## src/rtl/lsg_pkg.sv

```systemverilog
package lsg_pkg;

    localparam int LEN_W = 12;
    localparam int DIV_W = 4;
    localparam int NSEG  = 4;
    localparam int SEG_IDX_W = $clog2(NSEG);

    typedef enum logic [2:0] {
        LT_IMAGE = 3'd0,
        LT_DARK  = 3'd1,
        LT_VSYNC = 3'd2,
        LT_BB    = 3'd3,
        LT_BE    = 3'd4,
        LT_EE    = 3'd5,
        LT_EB    = 3'd6,
        LT_SPARE = 3'd7
    } line_kind_e;

    typedef enum logic [1:0] {
        SK_SYNC   = 2'd0,
        SK_BLANK  = 2'd1,
        SK_ACTIVE = 2'd2
    } seg_kind_e;

    typedef struct packed {
        logic [LEN_W-1:0] len;
        seg_kind_e        kind;
        logic             last;
    } seg_t;

    typedef struct packed {
        line_kind_e       kind;
        logic [LEN_W-1:0] hsync;
        logic [LEN_W-1:0] hback;
        logic [LEN_W-1:0] hact;
        logic [LEN_W-1:0] hfront;
        logic [LEN_W-1:0] htot;
        logic [DIV_W-1:0] cpp;
        logic             neg;
    } line_cfg_t;

    function automatic seg_t mk_seg(input logic [LEN_W-1:0] len,
                                    input seg_kind_e kind,
                                    input logic last);
        seg_t s;
        s.len  = len;
        s.kind = kind;
        s.last = last;
        return s;
    endfunction

    function automatic logic [DIV_W-1:0] fix_cpp(input logic [DIV_W-1:0] c);
        return (c == '0) ? DIV_W'(1) : c;
    endfunction

    function automatic logic half_is_broad(input line_kind_e k, input logic second);
        if (!second) return (k == LT_BB) || (k == LT_BE);
        else         return (k == LT_BB) || (k == LT_EB);
    endfunction

    function automatic logic is_half_pair(input line_kind_e k);
        return (k == LT_BB) || (k == LT_BE) || (k == LT_EE) || (k == LT_EB);
    endfunction

endpackage

```

## src/rtl/lsg_seg_plan.sv

```systemverilog
module lsg_seg_plan
    import lsg_pkg::*;
(
    input  line_cfg_t             cfg,
    output seg_t [NSEG-1:0]       segs
);

    logic [LEN_W:0]          tot_p1;
    seg_t [NSEG-1:0]         pair_segs;

    assign tot_p1 = {1'b0, cfg.htot} + 1'b1;

    for (genvar h = 0; h < 2; h++) begin : g_half
        logic [LEN_W-1:0] hlen;
        logic [LEN_W-1:0] slen;
        logic [LEN_W-1:0] rlen;
        logic             broad;

        assign hlen  = (h == 0) ? (cfg.htot >> 1) : tot_p1[LEN_W:1];
        assign broad = half_is_broad(cfg.kind, (h == 1));
        assign slen  = broad ? (hlen - cfg.hsync) : (cfg.hsync >> 1);
        assign rlen  = broad ? cfg.hsync : (hlen - (cfg.hsync >> 1));
        assign pair_segs[2*h]   = mk_seg(slen, SK_SYNC, 1'b0);
        assign pair_segs[2*h+1] = mk_seg(rlen, SK_BLANK, (h == 1));
    end

    always_comb begin
        seg_t fill;
        fill = mk_seg(cfg.htot - cfg.hsync, SK_BLANK, 1'b1);
        segs = {fill, fill, fill, mk_seg(cfg.hsync, SK_SYNC, 1'b0)};
        if (cfg.kind == LT_IMAGE) begin
            segs[0] = mk_seg(cfg.hsync,  SK_SYNC,   1'b0);
            segs[1] = mk_seg(cfg.hback,  SK_BLANK,  1'b0);
            segs[2] = mk_seg(cfg.hact,   SK_ACTIVE, 1'b0);
            segs[3] = mk_seg(cfg.hfront, SK_BLANK,  1'b1);
        end else if (cfg.kind == LT_VSYNC) begin
            segs[0] = mk_seg(cfg.htot - cfg.hsync, SK_SYNC,  1'b0);
            segs[1] = mk_seg(cfg.hsync,            SK_BLANK, 1'b1);
        end else if (is_half_pair(cfg.kind)) begin
            segs = pair_segs;
        end
    end

endmodule

```

## src/rtl/lsg_seg_seq.sv

```systemverilog
module lsg_seg_seq
    import lsg_pkg::*;
(
    input  logic                  clk,
    input  logic                  rst,
    input  seg_t [NSEG-1:0]       segs,
    input  logic [DIV_W-1:0]      cpp,
    output seg_kind_e             kind,
    output logic                  eol
);

    logic [DIV_W-1:0]     div_cnt;
    logic [SEG_IDX_W-1:0] idx;
    logic [LEN_W-1:0]     pos;
    seg_t                 cur;
    logic                 tick;
    logic                 seg_end;

    assign cur     = segs[idx];
    assign tick    = (div_cnt == cpp - 1'b1);
    assign seg_end = (pos == cur.len - 1'b1);
    assign eol     = tick && seg_end && cur.last;
    assign kind    = cur.kind;

    always_ff @(posedge clk) begin
        if (rst) begin
            div_cnt <= '0;
            idx     <= '0;
            pos     <= '0;
        end else if (tick) begin
            div_cnt <= '0;
            if (seg_end) begin
                pos <= '0;
                idx <= cur.last ? '0 : idx + 1'b1;
            end else begin
                pos <= pos + 1'b1;
            end
        end else begin
            div_cnt <= div_cnt + 1'b1;
        end
    end

    // divider never leaves its range
    p_div_range_r6: assert property (@(posedge clk) disable iff (rst)
        div_cnt < cpp);

    // pixel position only advances on a pixel tick
    p_pos_hold_r6: assert property (@(posedge clk) disable iff (rst)
        !tick |=> $stable(pos));

    // strobe lasts a single clock
    p_eol_single_r9: assert property (@(posedge clk) disable iff (rst)
        eol |=> !eol);

    // a new line opens at its first segment
    p_line_start_r9: assert property (@(posedge clk) disable iff (rst)
        eol |=> (idx == '0 && pos == '0 && div_cnt == '0));

endmodule

```

## src/rtl/line_sync_gen.sv

```systemverilog
module line_sync_gen
    import lsg_pkg::*;
#(
    parameter int COLOR_W = 12
) (
    input  logic               clk,
    input  logic               rst,
    input  logic [2:0]         line_kind,
    input  logic [LEN_W-1:0]   hsync_len,
    input  logic [LEN_W-1:0]   hback_len,
    input  logic [LEN_W-1:0]   hact_len,
    input  logic [LEN_W-1:0]   hfront_len,
    input  logic [LEN_W-1:0]   htot_len,
    input  logic [DIV_W-1:0]   pix_div,
    input  logic               sync_neg,
    input  logic [COLOR_W-1:0] rgb_in,
    output logic               csync_o,
    output logic               blank_o,
    output logic               pix_en_o,
    output logic               eol_o,
    output logic [COLOR_W-1:0] rgb_o
);

    line_cfg_t       cfg_in;
    line_cfg_t       cfg_q;
    seg_t [NSEG-1:0] segs;
    seg_kind_e       seg_kind;

    always_comb begin
        cfg_in.kind   = line_kind_e'(line_kind);
        cfg_in.hsync  = hsync_len;
        cfg_in.hback  = hback_len;
        cfg_in.hact   = hact_len;
        cfg_in.hfront = hfront_len;
        cfg_in.htot   = htot_len;
        cfg_in.cpp    = fix_cpp(pix_div);
        cfg_in.neg    = sync_neg;
    end

    always_ff @(posedge clk) begin
        if (rst || eol_o) cfg_q <= cfg_in;
    end

    lsg_seg_plan u_plan (
        .cfg  (cfg_q),
        .segs (segs)
    );

    lsg_seg_seq u_seq (
        .clk  (clk),
        .rst  (rst),
        .segs (segs),
        .cpp  (cfg_q.cpp),
        .kind (seg_kind),
        .eol  (eol_o)
    );

    assign csync_o  = (seg_kind == SK_SYNC) ^ cfg_q.neg;
    assign blank_o  = (seg_kind != SK_ACTIVE);
    assign pix_en_o = (seg_kind == SK_ACTIVE);
    assign rgb_o    = pix_en_o ? rgb_in : '0;

    // configuration only moves at a line boundary
    p_cfg_hold_r10: assert property (@(posedge clk) disable iff (rst)
        (!$past(eol_o) && !$past(rst)) |-> $stable(cfg_q));

    // colour is dark whenever blanking
    p_rgb_blank_r8: assert property (@(posedge clk) disable iff (rst)
        blank_o |-> (rgb_o == '0));

endmodule

```

## config.mk

```make
export PLATFORM = sky130hd
export DESIGN_NAME = line_sync_gen
export DESIGN_NICKNAME = d
export VERILOG_FILES = /design/src/rtl/lsg_pkg.sv /design/src/rtl/lsg_seg_plan.sv /design/src/rtl/lsg_seg_seq.sv /design/src/rtl/line_sync_gen.sv
export SDC_FILE = /design/constraint.sdc
export NUM_CORES = 1
export LEC_CHECK = 0
export ABC_AREA = 1
export BUFFER_PORTS_ARGS = -buffer_cell sky130_fd_sc_hd__buf_4
export CORE_MARGIN = 4
export CORE_UTILIZATION = 47
export CTS_BUF_LIST = sky130_fd_sc_hd__clkbuf_16
export DETAILED_ROUTE_END_ITERATION = 10
export PLACE_DENSITY = 0.76
export SLEW_MARGIN = 40
export SYNTH_ARGS = -nofsm -noshare
export SYNTH_HDL_FRONTEND = slang
export SYNTH_SLANG_ARGS = --single-unit
```

## constraint.sdc

```tcl
create_clock -name clk -period 4.83 [get_ports clk]
set_clock_uncertainty 0.05 [all_clocks]
set_input_delay 0.2415 -clock clk [delete_from_list [all_inputs] [get_ports clk]]
set_output_delay 0.2415 -clock clk [all_outputs]
set_load 0.05 [all_outputs]
```

==> impl_metrics.yaml <==
worst_setup_path:
  cp-end-kind: "primary output"
  max_stage_delay_ns: 0.44
  worstPathArrival_ns: 4.27
  worstPathCellList: "ha_2, inv_1, ha_1, inv_1, fa_1, o211ai_2, nand3_2, nand2_1, nand2_1, a21oi_2, ha_2, inv_1, a21oi_2, nand3_2, nor2_4, nand2_2, nor2_4, nand3_1, nand2_2, nand4_1, nor2_2, nand2_2, nor3_4, buf_6"
  crit_path_start_kind: "flop"
  timing.rr.start: "cfg_q[6]$_DFFE_PP_"
  critPathRequiredTime_ns: 4.54
  crit_family: "simple AND/OR/NAND/NOR gates"
  cp_num_buf_inv: 4
  crit_path_max_fanout: 4
  slowest_stage: "edfxtp_1"
  startpoint: "cfg_q[6]$_DFFE_PP_"
  crit_type: "reg2out"
clocking:
  path_clk_slew_ns: 0.07
  cts_buffer_depth: 2
  cts_tree: "done"
  clock_latency_ns: 0.36
  cts-buffers-inserted: 9
  clock-root-buffer: "clkbuf_16"
  h-tree-depth: 3
  clock-sinks: 86
min_path:
  hp-start: "hsync_len[7]"
  hold_class: "in2reg"
final_layout:
  num-nets-final: 1619
  drive_gt1_frac: 0.166
  diodes: 0
  postLayoutCoreUtil: 0.557
  postLayoutCellArea_um2: 10400
  syn_to_final_growth_pct: 17.0
sta:
  max_freq_ghz: 0.219
  tightest_slew_ns: 0.608
  hold_ws_ns: 0.00716
  min_period_over_period: 0.943
  hold_violations: 0
  tns_ns: 0
  min_period_ns: 4.56
  relSlewSlack: 0.594
  final-max-slew-violation-count: 0
  fin_ws_ns: 0.273
  setup_violations: 0
synth:
  syn-num-nets: 1522
  synth_mux_area_frac: 0
  synth_top_flop_cell: "edfxtp_1"
  yosys_warnings: 0
  synth_compound_area_frac: 0.0901
  synth_top_family_by_area: "simple AND/OR/NAND/NOR gates"
  syn_avg_cell_area_um2: 6.44
  yosys.area_share.simple: 0.416
  synthTopCellsByArea: "edfxtp_1, nand2_1, nand3_1"
  synth-edff-count: 68
  synth_area_leader_cell: "edfxtp_1"
  synth_most_common_cell: "nand2_1"
  ys_seq_area_frac: 0.269
  synthesis.area_um2: 8920
  synth_top_area_share: 0.229
  synth_adder_area_share: 0.0839
  yosys_register_bits: 86
  synthTopCellsByCount: "nand2_1, inv_1, nand3_1"
  synthCells: 1384
  async_flop_share: 0
  yosysUniqueCellTypes: 48
  synth-xor-area-share: 0.0255
grt:
  gr-usage-all-layers: 0.251
  antenna_found_initial: 0
  grt_max_degree: 35
  gr-total-overflow: 0
  grt_pass1_wl_mm: 43.4
  grt_pass1_vias: 8582
floorplanning:
  start_util: 0.477
  fp.dieH_um: 146
  fp.dieW_um: 146
  dieArea_um2: 21200
  io_pins: 98
  row_count: 50
  core_area_um2: 18700
power:
  ir_drop_uv: 199
  power.leakage_nw: 5.25
  powerDensity_nw_per_um2: 236
routing:
  dr.pass1.iters: 6
  ant_nets: 0
  drt_iter0_drc: 893
  drc: 0
  routed_wirelength_mm: 27.5
  drt-wirelength-per-cell_um: 16.0
  vias: 9335
  vias_per_cell: 5.43
place:
  place.port_buffers: 97
  gp_congestion: 0.947
  dpl-instance-area_um2: 9860
  post-dp-hpwl_mm: 21.1
  post-place-ws_ns: 0.264
run_status:
  status: "completed"
flow_run:
  cap_violations: 0
==> cell families (layout without fill, tap and decap cells) <==
family,after synthesis,after routing
and+or+nand+nor,823,823
xor gates and xnor gates,26,26
adders and majority gates,57,57
DFF,86,86
AOI/OAI and AO/OA,144,144
buffers and inverters,248,350
==> report_power, final <==
group	leakage [nW]	total [mW]	internal (mW)	switching, mW
Clock	0.152	0.706	0.388	0.319
Combinational	4.29	0.872	0.319	0.553
Sequential	0.811	0.878	0.840	0.0375
==> placed cells by master, fill, tap and decap left out, types with 4 or more instances in the layout <==
master,Yosys,routed
nand2_1,460,455
inv_1,192,189
nand3_1,168,165
buf_4,4,114
nor2_1,92,87
edfxtp_1,68,68
a21oi_1,55,50
ha_1,51,44
o21ai_0,41,41
nand4_1,30,30
inv_2,19,22
dfxtp_1,18,18
nor2_2,13,17
o21ai_1,17,17
nand2_2,11,15
xnor2_1,14,11
xor2_1,12,11
nand3_2,8,10
clkbuf_16,0,10
nor2_4,8,9
o211ai_1,8,8
nand3b_1,8,8
o21bai_1,7,7
nand2_4,5,6
a21oi_2,1,5
a31oi_1,5,5
fa_1,5,5
ha_4,0,5
or2_2,4,4
nor3_1,5,4
==> worst paths after layout <==
check,end,slack [ns],cells after the start
setup / recovery,eol_o,0.27,24
hold / removal,cfg_q[60]$_DFFE_PP_,0.007,1
setup reg to reg,cfg_q[25]$_DFFE_PP_,0.32,25
hold reg to reg,u_seq.div_cnt[0]$_SDFF_PP0_,0.43,1
==> layout make-up <==
type / count / area (um2)
fillers: 1824 / 8280
inverters: 215 / 812
multi-input cells: 1050 / 5690
clock inverters: 6 / 48.8
well taps: 234 / 293
flip-flops and latches: 86 / 2400
clock buffers: 10 / 250
repair buffers: 119 / 927
==> routing by layer <==
layer | vias up | wire length (um) | global-route usage
met4 | 0 | 948 | 0.101
met1 | 4177 | 11900 | 0.349
met3 | 61 | 2270 | 0.0311
met5 | - | 0 | 0
met2 | 419 | 12400 | 0.399
li1 | 4678 | - | -
==> stage by stage <==
stage	total power, mW	instances
2_1_floorplan	1.49	1384
3_3_place_gp	1.70	1696
3_5_place_dp	1.71	1696
4_1_cts	2.42	1712
5_1_grt	2.61	1720
6_report	2.46	1720
==> registers in the layout, indices dropped and copies added, names as in the netlist <==
name,flops
cfg_q,68
u_seq.div_cnt,4
u_seq.pos,12
u_seq.idx,2
==> repair_timing <==
action                                  in CTS  in global routing
gates resized for setup                      0                 41
hold buffers                                 0                  2
buffers inserted                             0                  6
endpoints found under the hold margin        0                  2
endpoints found under the setup margin       0                 69
Power figures use the tool's default switching activity.
